===== src/rtl/irq_ctrl_pkg.sv =====
package irq_ctrl_pkg;
  localparam int unsigned OFF_STATUS = 0;
  localparam int unsigned OFF_ENABLE = 2;
  localparam int unsigned OFF_CRIT   = 3;
  localparam int unsigned OFF_POL    = 4;
  localparam int unsigned OFF_TRIG   = 5;
  localparam int unsigned OFF_MASKED = 6;
  localparam int unsigned OFF_WINNER = 7;
  // summary register field positions
  localparam int unsigned WIN_NVLD_BIT = 7;
  localparam int unsigned WIN_CID_LSB  = 8;
  localparam int unsigned WIN_CVLD_BIT = 15;
endpackage


===== src/rtl/irq_sense.sv =====
module irq_sense #(
  parameter int unsigned NSRC = 32
) (
  input  logic            clk_i,
  input  logic            rst_ni,
  input  logic [NSRC-1:0] src_i,
  input  logic [NSRC-1:0] trig_i,
  input  logic [NSRC-1:0] pol_i,
  output logic [NSRC-1:0] set_o
);
  logic [NSRC-1:0] prev_q;

  always_ff @(posedge clk_i or negedge rst_ni) begin
    if (!rst_ni) prev_q <= '0;
    else         prev_q <= src_i;
  end

  for (genvar b = 0; b < NSRC; b++) begin : g_bit
    logic rise_w, fall_w, edge_w, lvl_w;
    assign rise_w = src_i[b] & ~prev_q[b];
    assign fall_w = ~src_i[b] & prev_q[b];
    assign edge_w = pol_i[b] ? rise_w : fall_w;
    assign lvl_w  = ~(src_i[b] ^ pol_i[b]);
    assign set_o[b] = trig_i[b] ? edge_w : lvl_w;
  end
endmodule


===== src/rtl/irq_prio.sv =====
module irq_prio #(
  parameter int unsigned NSRC = 32,
  localparam int unsigned IW = $clog2(NSRC)
) (
  input  logic [NSRC-1:0] req_i,
  output logic [IW-1:0]   id_o,
  output logic            vld_o
);
  // lowest-order set bit is the highest source number
  always_comb begin
    id_o  = '0;
    vld_o = 1'b0;
    for (int b = NSRC - 1; b >= 0; b--) begin
      if (req_i[b]) begin
        id_o  = IW'(NSRC - 1 - b);
        vld_o = 1'b1;
      end
    end
  end
endmodule


===== src/rtl/irq_ctrl32.sv =====
module irq_ctrl32
  import irq_ctrl_pkg::*;
#(
  parameter int unsigned NSRC = 32,
  parameter int unsigned AW   = 4,
  localparam int unsigned IW  = $clog2(NSRC)
) (
  input  logic            clk_i,
  input  logic            rst_ni,
  input  logic [AW-1:0]   reg_addr_i,
  input  logic            reg_rd_i,
  input  logic            reg_wr_i,
  input  logic [NSRC-1:0] reg_wdata_i,
  output logic [NSRC-1:0] reg_rdata_o,
  input  logic [NSRC-1:0] src_i,
  output logic            irq_norm_o,
  output logic            irq_crit_o,
  output logic [IW-1:0]   norm_id_o,
  output logic            norm_vld_o,
  output logic [IW-1:0]   crit_id_o,
  output logic            crit_vld_o
);
  logic [NSRC-1:0] status_q, enable_q, crit_q, pol_q, trig_q;
  logic [NSRC-1:0] set_w, clr_w, masked_w, winner_w;

  irq_sense #(.NSRC(NSRC)) u_sense (
    .clk_i  (clk_i),
    .rst_ni (rst_ni),
    .src_i  (src_i),
    .trig_i (trig_q),
    .pol_i  (pol_q),
    .set_o  (set_w)
  );

  assign clr_w    = (reg_wr_i && reg_addr_i == AW'(OFF_STATUS)) ? reg_wdata_i : '0;
  assign masked_w = status_q & enable_q;

  always_ff @(posedge clk_i or negedge rst_ni) begin
    if (!rst_ni) begin
      status_q <= '0;
      enable_q <= '0;
      crit_q   <= '0;
      pol_q    <= '1;
      trig_q   <= '0;
    end else begin
      status_q <= (status_q & ~clr_w) | set_w;  // set wins
      if (reg_wr_i) begin
        unique case (reg_addr_i)
          AW'(OFF_ENABLE): enable_q <= reg_wdata_i;
          AW'(OFF_CRIT):   crit_q   <= reg_wdata_i;
          AW'(OFF_POL):    pol_q    <= reg_wdata_i;
          AW'(OFF_TRIG):   trig_q   <= reg_wdata_i;
          default: ;
        endcase
      end
    end
  end

  always_ff @(posedge clk_i or negedge rst_ni) begin
    if (!rst_ni) begin
      irq_norm_o <= 1'b0;
      irq_crit_o <= 1'b0;
    end else begin
      irq_norm_o <= |(masked_w & ~crit_q);
      irq_crit_o <= |(masked_w & crit_q);
    end
  end

  irq_prio #(.NSRC(NSRC)) u_prio_norm (
    .req_i (masked_w & ~crit_q),
    .id_o  (norm_id_o),
    .vld_o (norm_vld_o)
  );

  irq_prio #(.NSRC(NSRC)) u_prio_crit (
    .req_i (masked_w & crit_q),
    .id_o  (crit_id_o),
    .vld_o (crit_vld_o)
  );

  always_comb begin
    winner_w = '0;
    winner_w[IW-1:0]              = norm_id_o;
    winner_w[WIN_NVLD_BIT]        = norm_vld_o;
    winner_w[WIN_CID_LSB +: IW]   = crit_id_o;
    winner_w[WIN_CVLD_BIT]        = crit_vld_o;
  end

  always_comb begin
    reg_rdata_o = '0;
    if (reg_rd_i) begin
      unique case (reg_addr_i)
        AW'(OFF_STATUS): reg_rdata_o = status_q;
        AW'(OFF_ENABLE): reg_rdata_o = enable_q;
        AW'(OFF_CRIT):   reg_rdata_o = crit_q;
        AW'(OFF_POL):    reg_rdata_o = pol_q;
        AW'(OFF_TRIG):   reg_rdata_o = trig_q;
        AW'(OFF_MASKED): reg_rdata_o = masked_w;
        AW'(OFF_WINNER): reg_rdata_o = winner_w;
        default:         reg_rdata_o = '0;
      endcase
    end
  end
endmodule


===== config.mk =====
export PLATFORM = sky130hd
export DESIGN_NAME = irq_ctrl32
export DESIGN_NICKNAME = d
export VERILOG_FILES = /design/src/rtl/irq_ctrl_pkg.sv /design/src/rtl/irq_sense.sv /design/src/rtl/irq_prio.sv /design/src/rtl/irq_ctrl32.sv
export SDC_FILE = /design/constraint.sdc
export NUM_CORES = 1
export LEC_CHECK = 0
export CAP_MARGIN = 20
export CORE_MARGIN = 2
export CORE_UTILIZATION = 39
export DETAILED_ROUTE_END_ITERATION = 6
export DONT_BUFFER_PORTS = 1
export GPL_ROUTABILITY_DRIVEN = 1
export PLACE_DENSITY = 0.52
export SLEW_MARGIN = 5
export SYNTH_ARGS = -nofsm -noshare
export SYNTH_HDL_FRONTEND = slang
export SYNTH_SLANG_ARGS = --single-unit

===== constraint.sdc =====
create_clock -name clk_i -period 6.47 [get_ports clk_i]
set_clock_uncertainty 0.2 [all_clocks]
set_input_delay 0.647 -clock clk_i [delete_from_list [all_inputs] [get_ports clk_i]]
set_output_delay 0.647 -clock clk_i [all_outputs]
set_load 0.03 [all_outputs]

==> key figures <==
Yosys
  • Post-synth ARST share: 1.00
  • Synthesized area: 0.0102 sq mm
  • YS warnings: 0
  • Synthesized net count: 978
  • Synth Register Bits: 194
  • Top post-synthesis cells by area: dfrtp_1 (40%), mux2_2 (14%), dfstp_2 (8.3%)
  • Synth cell types: 66
  • Yosys top cell area share: 0.399
  • Syn Area/Cell: 11.2 sq um
  • Sequential fraction of the synthesis area: 0.482
  • Main synth FF type: dfrtp_1
  • Cells after Synth: 906
  • Post-synth EDFFs: 0
  • Cell taking the most area after synthesis: dfrtp_1

STA
  • RSZ-0062 raised after global routing: no
  • Max-slew violations: 0
  • Hold_ws: -0.0292 ns
  • Final worst path period share: 0.637
  • Slew margin rel.: 0.245
  • Fmax: 0.242 GHz
  • Final min period: 4.12 ns
  • Final Hold Viols: 6
  • Post-Route Setup TNS: 0 ns
  • Least-Margin Pin Slew: 1.13 ns
  • Final setup fails: 0

Power and ir drop
  • P_int: 2480 uW
  • NetSw: 1270 uW
  • Max VDD drop: 0.165 mV
  • Part of the power in the clock network: 0.290
  • Leakage power: 0.00453 uW
  • Sw Share: 0.339
  • Logic pwr share: 0.260
  • P per Cell Area: 335 mW/mm^2
  • Total power: 3750 uW
  • Sequential share of power: 0.450

Worst setup path
  • Crit path max fanout: 5
  • Crit path kind: reg -> out
  • CP arrival: 3.28 ns
  • Setup crit end kind: output port
  • Worst path required time: 5.62 ns
  • Worst setup SP type: flip-flop

Route
  • Total Wirelength: 29400 um
  • Via count: 7343
  • Wire length per cell: 23.6 um
  • Initial drt markers: 506
  • DR pass1 iterations: 5
  • Via density: 5.88
  • DRT antenna net count: 0
  • DRC: 0

Worst hold path
  • Worst Hold Class: in -> async

Finish
  • Final #Nets: 971
  • Most frequent cells in the layout: dfrtp_1 (162), mux2_2 (124), nand2_1 (84)
  • P&R area growth vs syn: 10.2%
  • Leading cell type in the layout, fill and taps excluded: dfrtp_1
  • Layout cell share with drive strength beyond 1: 0.243
  • Post-Layout Inst Area: 0.0112 sq mm

Clock tree
  • Clock Path Buffers: 2
  • Number of buffers created by CTS: 17
  • Sink Count: 194
  • Clock root cell: clkbuf_16
  • Worst-Skew Late Latency: 0.44 ns
  • CTS tree: done
  • Clock Pin Slew Worst Setup and Hold Paths: 0.08 ns
  • H-tree depth: 4
  • Setup Fix Bufs, Post-CTS: 0

Flow run
  • Max Cap Viol: 0

GRT
  • Initial antenna violation count: 1
  • Met3 usage: 0.0472
  • Overflow left after global routing: 0
  • All-Layer GR Usage: 0.222
  • GR Layer Usage met1: 0.300
  • Largest net degree at the start of global routing: 195
  • GR peak layer: met2
  • Vias in the first global route: 7479
  • GRT met2 Usage: 0.362
  • First-pass GRT wire length: 45500 um

Die
  • Die W: 165 um
  • IO Pins: 118
  • Die Height: 165 um
  • Die area: 0.0273 sq mm
  • Core Area: 0.0258 sq mm
  • Initial Util: 0.393
  • Rows: 59

Placement
  • Final HPWL DP: 19500 um
  • I/O Buffers: 0
  • Placed cell area: 0.0106 sq mm
  • GP Congestion: 0.822

Outcome
  • Status: finished with violations
  • Failing checks: negative hold slack
==> state kept, by name (all words and copies together), names as in the netlist <==
register	flops
enable_q	32
crit_q	32
irq_crit_o	1
status_q	32
u_sense.prev_q	32
pol_q	32
irq_norm_o	1
trig_q	32
==> routing by layer <==
metal | vias to the layer above | wire length, um
met3 | 23 | 1640
met2 | 166 | 13900
met4 | 0 | 433
met1 | 3748 | 13500
met5 | - | 0
li1 | 3406 | -
==> repair_timing <==
action | CTS | global route
hold buffers | 1 | 0
hold endpoints to repair | 194 | 0
gates resized for setup | 0 | 0
==> power by group through the flow <==
stage	registers [uW]	clock network (uW)	logic, uW
after global routing	1720	1160	1060
after detailed placement	1710	0	946
after global placement	1700	0	939
after floorplan	1630	0	748
after CTS	1680	1120	978
final	1690	1090	976
==> worst max-delay path, stage by stage (launching register included) <==
cell	delay [ns]
dfrtp_1	0.44
and3_1	0.24
nor4bb_1	0.48
nand4_1	0.54
nand2b_1	0.51
a221oi_1	0.42
nor2_1	0.22
==> cells in the mapped netlist, drive strengths merged (4+ instances only) <==
cell type and n:
dfrtp 162, mux2 128, nand2 84, a22oi 57
a21o 56, a21oi 38, nand3 38, dfstp 32
xnor2 31, xor2 31, a31oi 24, clkbuf 24
buf 19, nand3b 19, and3b 17, nor2 15
and3 14, a211oi 11, nand4 10, o211ai 8
nor4 7, o21ai 7, a32oi 6, nor2b 6
a221oi 5, nand2b 5, a2111oi 4, nor4b 4
o2111ai 4
==> metrics by stage <==
stage / cells / setup WS [ns] / utilization
after floorplan: 906 / 3.00 / -
after global placement: 1214 / 2.64 / 0.409
after detailed placement: 1214 / 2.56 / 0.409
after CTS: 1247 / 2.37 / 0.433
after global routing: 1247 / 2.20 / 0.433
final: 1248 / 2.35 / 0.433
==> area by class of cell <==
cell class | count | area (sq um)
Fill cell | 2510 | 14600
Sequential cell | 194 | 4890
Multi-Input combinational cell | 669 | 5130
Clock buffer | 18 | 429
Clock inverter | 14 | 164
Tap cell | 335 | 419
Timing Repair Buffer | 17 | 148
Antenna cell | 1 | 2.50
==> cells by family after synthesis <==
family / synth area share
AND/OR/NAND/NOR: 0.135
flip-flops: 0.482
AO/OA/AOI/OAI: 0.171
XOR/XNOR: 0.0535
multiplexers: 0.142
buffers and inverters: 0.0169
==> worst paths after layout <==
kind	startpoint	to	slack [ns]	cells past startpoint
max	status_q[10]$_DFF_PN0_	reg_rdata_o[15]	2.35	6
min in group clk_i	src_i[28]	u_sense.prev_q[28]$_DFF_PN0_	0.03	0
min reg2reg	trig_q[18]$_DFFE_PN0P_	trig_q[18]$_DFFE_PN0P_	0.33	1
max in group asynchronous	rst_ni	trig_q[10]$_DFFE_PN0P_	5.15	1
max reg2reg	status_q[5]$_DFF_PN0_	irq_norm_o$_DFF_PN0_	3.90	4
min	rst_ni	u_sense.prev_q[9]$_DFF_PN0_	-0.03	1
Note: power is estimated with default switching activity, not from simulation.
